File: src/rtl/adler_pkg.sv
package adler_pkg;
  localparam int unsigned ADLER_MOD = 65521;

  // 2^16 is congruent to 15 modulo 65521, so two folds and one subtract give the remainder.
  function automatic logic [15:0] fold_mod(input logic [31:0] x);
    logic [20:0] s1;
    logic [16:0] s2;
    s1 = 21'(x[31:16]) * 21'd15 + 21'(x[15:0]);
    s2 = 17'(s1[20:16]) * 17'd15 + 17'(s1[15:0]);
    if (s2 >= 17'(ADLER_MOD)) s2 = s2 - 17'(ADLER_MOD);
    return s2[15:0];
  endfunction
endpackage

File: src/rtl/adler_mod.sv
module adler_mod (
  input  logic [31:0] val,
  output logic [15:0] rem
);
  import adler_pkg::*;
  assign rem = fold_mod(val);
endmodule

File: src/rtl/adler_blk.sv
module adler_blk #(
  parameter int LANES = 16,
  parameter int NW    = $clog2(LANES + 1)
) (
  input  logic [31:0]        a_in,
  input  logic [31:0]        b_in,
  input  logic [LANES*8-1:0] data,
  input  logic [NW-1:0]      n,
  output logic [31:0]        a_out,
  output logic [31:0]        b_out
);
  localparam int PW = 8 + NW;   // one weighted product
  localparam int SW = PW + NW;  // sum of all lanes

  // weight of lane i within a beat of n bytes: n-i for live lanes, 0 beyond
  function automatic logic [NW-1:0] lane_weight(input logic [NW-1:0] cnt, input int idx);
    return (cnt > NW'(idx)) ? cnt - NW'(idx) : '0;
  endfunction

  logic [PW-1:0] wprod [LANES];
  logic [PW-1:0] plain [LANES];

  for (genvar g = 0; g < LANES; g++) begin : g_lane
    logic [NW-1:0] w;
    assign w        = lane_weight(n, g);
    assign wprod[g] = PW'(data[8*g +: 8]) * PW'(w);
    assign plain[g] = (w != '0) ? PW'(data[8*g +: 8]) : '0;
  end

  logic [SW-1:0] wsum, psum;
  always_comb begin
    wsum = '0;
    psum = '0;
    for (int i = 0; i < LANES; i++) begin
      wsum = wsum + SW'(wprod[i]);
      psum = psum + SW'(plain[i]);
    end
  end

  assign a_out = a_in + 32'(psum);
  assign b_out = b_in + 32'(n) * a_in + 32'(wsum);
endmodule

File: src/rtl/adler_engine.sv
module adler_engine #(
  parameter int LANES   = 16,
  parameter int MAX_RUN = 5552
) (
  input  logic                         clk,
  input  logic                         rst_n,
  input  logic                         seed_load,
  input  logic [31:0]                  seed_val,
  input  logic                         in_valid,
  output logic                         in_ready,
  input  logic [LANES*8-1:0]           in_data,
  input  logic [$clog2(LANES+1)-1:0]   in_cnt,
  input  logic                         in_last,
  output logic [31:0]                  sum_out,
  output logic                         sum_done
);
  localparam int NW     = $clog2(LANES + 1);
  localparam int CW     = $clog2(MAX_RUN + LANES + 1);
  localparam int RED_AT = MAX_RUN - LANES;

  typedef enum logic [1:0] {ST_RUN, ST_RED, ST_FIN} st_t;
  st_t state;

  logic [31:0]   acc_a, acc_b, nxt_a, nxt_b;
  logic [15:0]   red_a, red_b;
  logic [CW-1:0] run_cnt, cnt_next;
  logic [NW-1:0] eff_n;
  logic          any_bytes, take;
  logic          red_fire, fin_fire;

  assign in_ready = (state == ST_RUN) && !seed_load;
  assign take     = in_valid && in_ready;
  assign eff_n    = (in_cnt > NW'(LANES)) ? NW'(LANES) : in_cnt;
  assign cnt_next = run_cnt + CW'(eff_n);
  assign red_fire = (state == ST_RED);
  assign fin_fire = (state == ST_FIN);

  adler_blk #(.LANES(LANES), .NW(NW)) u_blk (
    .a_in(acc_a), .b_in(acc_b), .data(in_data), .n(eff_n),
    .a_out(nxt_a), .b_out(nxt_b)
  );

  adler_mod u_mod_a (.val(acc_a), .rem(red_a));
  adler_mod u_mod_b (.val(acc_b), .rem(red_b));

  always_ff @(posedge clk or negedge rst_n) begin
    if (!rst_n) begin
      state     <= ST_RUN;
      acc_a     <= 32'd1;
      acc_b     <= 32'd0;
      run_cnt   <= '0;
      any_bytes <= 1'b0;
      sum_out   <= '0;
      sum_done  <= 1'b0;
    end else begin
      sum_done <= 1'b0;
      case (state)
        ST_RUN: begin
          if (seed_load) begin
            acc_a <= {16'd0, seed_val[15:0]};
            acc_b <= {16'd0, seed_val[31:16]};
          end else if (take) begin
            acc_a     <= nxt_a;
            acc_b     <= nxt_b;
            run_cnt   <= cnt_next;
            any_bytes <= any_bytes || (eff_n != '0);
            if (in_last)                       state <= ST_FIN;
            else if (cnt_next > CW'(RED_AT))   state <= ST_RED;
          end
        end
        ST_RED: begin
          acc_a   <= {16'd0, red_a};
          acc_b   <= {16'd0, red_b};
          run_cnt <= '0;
          state   <= ST_RUN;
        end
        default: begin
          sum_out   <= any_bytes ? {red_b, red_a} : {acc_b[15:0], acc_a[15:0]};
          sum_done  <= 1'b1;
          acc_a     <= 32'd1;
          acc_b     <= 32'd0;
          run_cnt   <= '0;
          any_bytes <= 1'b0;
          state     <= ST_RUN;
        end
      endcase
    end
  end
endmodule

File: config.mk
export PLATFORM = sky130hd
export DESIGN_NAME = adler_engine
export DESIGN_NICKNAME = d
export VERILOG_FILES = /design/src/rtl/adler_pkg.sv /design/src/rtl/adler_mod.sv /design/src/rtl/adler_blk.sv /design/src/rtl/adler_engine.sv
export SDC_FILE = /design/constraint.sdc
export NUM_CORES = 2
export LEC_CHECK = 0
export BUFFER_PORTS_ARGS = -buffer_cell sky130_fd_sc_hd__buf_2
export CAP_MARGIN = 20
export CORE_MARGIN = 8
export CORE_UTILIZATION = 50
export DETAILED_ROUTE_END_ITERATION = 10
export PLACE_DENSITY = 0.69
export SYNTH_ARGS = -nofsm -noshare
export SYNTH_HDL_FRONTEND = slang
export SYNTH_HIERARCHICAL = 1
export SYNTH_SLANG_ARGS = --single-unit
File: constraint.sdc
create_clock -name clk -period 8.5 [get_ports clk]
set_input_delay 0.425 -clock clk [delete_from_list [all_inputs] [get_ports clk]]
set_output_delay 0.425 -clock clk [all_outputs]
set_load 0.03 [all_outputs]
==> out/results.ini <==
[critical_path]
arrival_ns = 9.84
critPathCaptureType = flop
cp_common_cell = fa_1
cp_max_fo = 8
cp-start-kind = primary input
worst-path-buf-inv = 14
crit_required_ns = 8.83
cpPeakStageDelay_ns = 0.59
crit_type = primary input to flop
cpMaxStageDelayCell = fa_1
crit_family = adder cells

[place]
io_buffers = 203
dpl_cell_area_sq_mm = 0.0543
globalplace.congestion = 1.01
dp_hpwl_um = 134000
dp_slack_ns = -1.89

[floorplan]
io_pins = 204
core_sq_mm = 0.0929
die_area_sq_mm = 0.103
fp.dieH_um = 321
die_w_um = 321
num_rows = 112
start_util = 0.502

[job]
cap_violations = 0

[worst_hold_path]
worstHoldPathType = primary input to flop

[synthesis]
synth_fa_ha_area_frac = 0.550
synth_top_family_by_area = adder cells
synth.area.mux_share = 0.0226
ys_types = 111
synth_edf_count = 0
syn_area_per_cell_sq_um = 8.99
async_reset_ff_frac = 1.00
syn-instance-count = 5187
seq_area_frac_synth = 0.0606
ys.flop_type = dfrtp_1
yosysWarnings = 6
synth-seq-cells = 113
synth_xor_area_frac = 0.0296
synthesis.nets = 6825
synth_compound_area_frac = 0.0681
synth_simple_gate_area_frac = 0.160
synth_area_sq_mm = 0.0467

[global_route]
grt_pass1_vias = 40800
grt_max_degree = 72
grt_overflow = 0
antenna_found_initial = 17
grt_pass1_wl_um = 238000
track_usage = 0.300

[timing]
layout_setup_ws_ns = -1.01
period_minus_slack_ns = 9.51
final_hold_viol_count = 0
maxSlewViolCount = 0
hold-worst-slack_ns = 0.296
rsz0062_at_grt = true
finalClockSkew_ns = 0.0124
slew_headroom = 0.233
period_share = 1.12
max_freq_mhz = 105
setup_violations = 26
worstMarginPinSlew_ns = 1.15

[drt]
vias_per_cell = 5.33
dr.pass1.iters = 8
drtAntennaViolNets = 0
totalWireLength_um = 156000
drcViolationCount = 0
num_vias = 38900
drt-initial-drc-count = 2831
avgRoutedWirePerCell_um = 21.4

[clock_network]
tritoncts = built
cts_max_level = 4
cts_root_buffer = clkbuf_16
numCtsBuffers = 17
clk_pin_slew_ns = 0.07
clock_path_buffers = 2
clock_sinks = 113
clk_latency_ns = 0.46

[layout]
fin_nets = 7657
layout-drive-gt1-share = 0.228
stdcell_area_sq_mm = 0.0575
fin_util = 0.619
areaGrowthSynthToFinish_pct = 23.2

[run_status]
outcome = finished, violations left
violations = negative setup slack

-- synthesized netlist by cell type (all sizes together), types with 31 or more instances --
cell    number  share of area
a21o        43         0.0071
inv       1224          0.098
xnor2      120          0.023
xor2        33         0.0064
ha         497           0.13
and2       368          0.049
and3        84          0.011
nor3        46         0.0055
clkbuf      86         0.0069
buf         33         0.0036
mux2i       99          0.021
nor2b       61         0.0087
a21oi      176          0.019
fa         971           0.42
o21ai      110          0.012
nand3       31         0.0034
nand2      573          0.046
dfrtp      112          0.060
nor2       252          0.020
-- registers in the layout, summed over array words and instances, names as in the netlist --
| signal | flops |
|---|---|
| acc_a | 32 |
| acc_b | 32 |
| sum_out | 32 |
| run_cnt | 13 |
| state | 2 |
| any_bytes | 1 |
| sum_done | 1 |
-- worst min-delay path: stages --
cell and delay [ns]:
buf_2 0.10, nor2_1 0.07, o22ai_1 0.11
-- path summary, 6_finish.rpt --
check                             from          end  slack, ns  cells after the start
setup / recovery             in_cnt[4]    acc_b[19]      -1.01                     42
hold / removal               in_cnt[2]    any_bytes       0.30                      3
setup reg to reg              acc_a[5]    acc_b[28]          0                     28
hold reg to reg            sum_out[28]  sum_out[28]       0.51                      2
max in group asynchronous        rst_n    acc_a[17]       6.50                      3
min in group asynchronous        rst_n   run_cnt[5]       0.51                      2
-- layout make-up --
| class | instances | area [sq um] |
|---|---|---|
| flip-flops and latches | 113 | 2830 |
| multi-input cells | 3732 | 40900 |
| repair buffers | 931 | 6970 |
| inverters | 1224 | 4600 |
| diodes | 6 | 15.0 |
| well taps | 1254 | 1570 |
| fillers | 7807 | 35400 |
| clock inverters | 15 | 161 |
| clock buffers | 17 | 425 |
-- placed cells by master, fill, tap and decap left out, drive strengths merged, types with 7 or more instances in the layout --
cell    count
nor3       46
and2      368
or2        13
fa        971
xor2       33
a211oi     20
a21oi     176
nand3      31
a31oi      21
dfrtp     112
nand2b     17
a31o        7
nor2      252
o21bai      7
and3       84
mux2i      99
or3        14
clkbuf     17
nand4      12
nor4        7
ha        497
buf       930
o21ai     111
o21a       23
nor2b      61
o211ai     20
a21o       43
nand2     573
xnor2     120
inv      1234
-- cells by family (layout without fill, tap and decap cells) --
group           after synthesis  after routing
fa+ha+maj                  1469           1469
compound gates              493            494
xor+xnor                    154            154
mux                         104            104
buf+inv                    1343           2187
flops                       113            113
simple gates               1511           1511
other cells                   0              6
-- through the flow --
stage	setup TNS [ns]	instances
floorplan	-8.91	5187
global placement	-41.89	7182
detailed placement	-46.47	7182
CTS	-17.51	7257
global route	-33.90	7288
finish	-19.61	7292
-- metal layers --
metal  share of wire  wire length [um]  GRT usage  vias up
li1                -                 -          -    17500
met3           0.067             10400     0.0450      392
met4           0.069             10700      0.161       14
met2            0.47             73600      0.493     1383
met5         0.00053                82          0        -
met1            0.39             61100      0.383    19600
-- what timing repair did --
| action | CTS | global route |
|---|---|---|
| hold buffers | 1 | 0 |
| setup endpoints to repair | 74 | 87 |
| hold endpoints to repair | 42 | 0 |
| setup buffers | 44 | 35 |
| gates cloned | 1 | 0 |
| pin swaps | 102 | 201 |
| resized for setup | 160 | 269 |
Power is not shown: default switching activity piles up to over one toggle a cycle in this logic, so the estimate is an artifact.
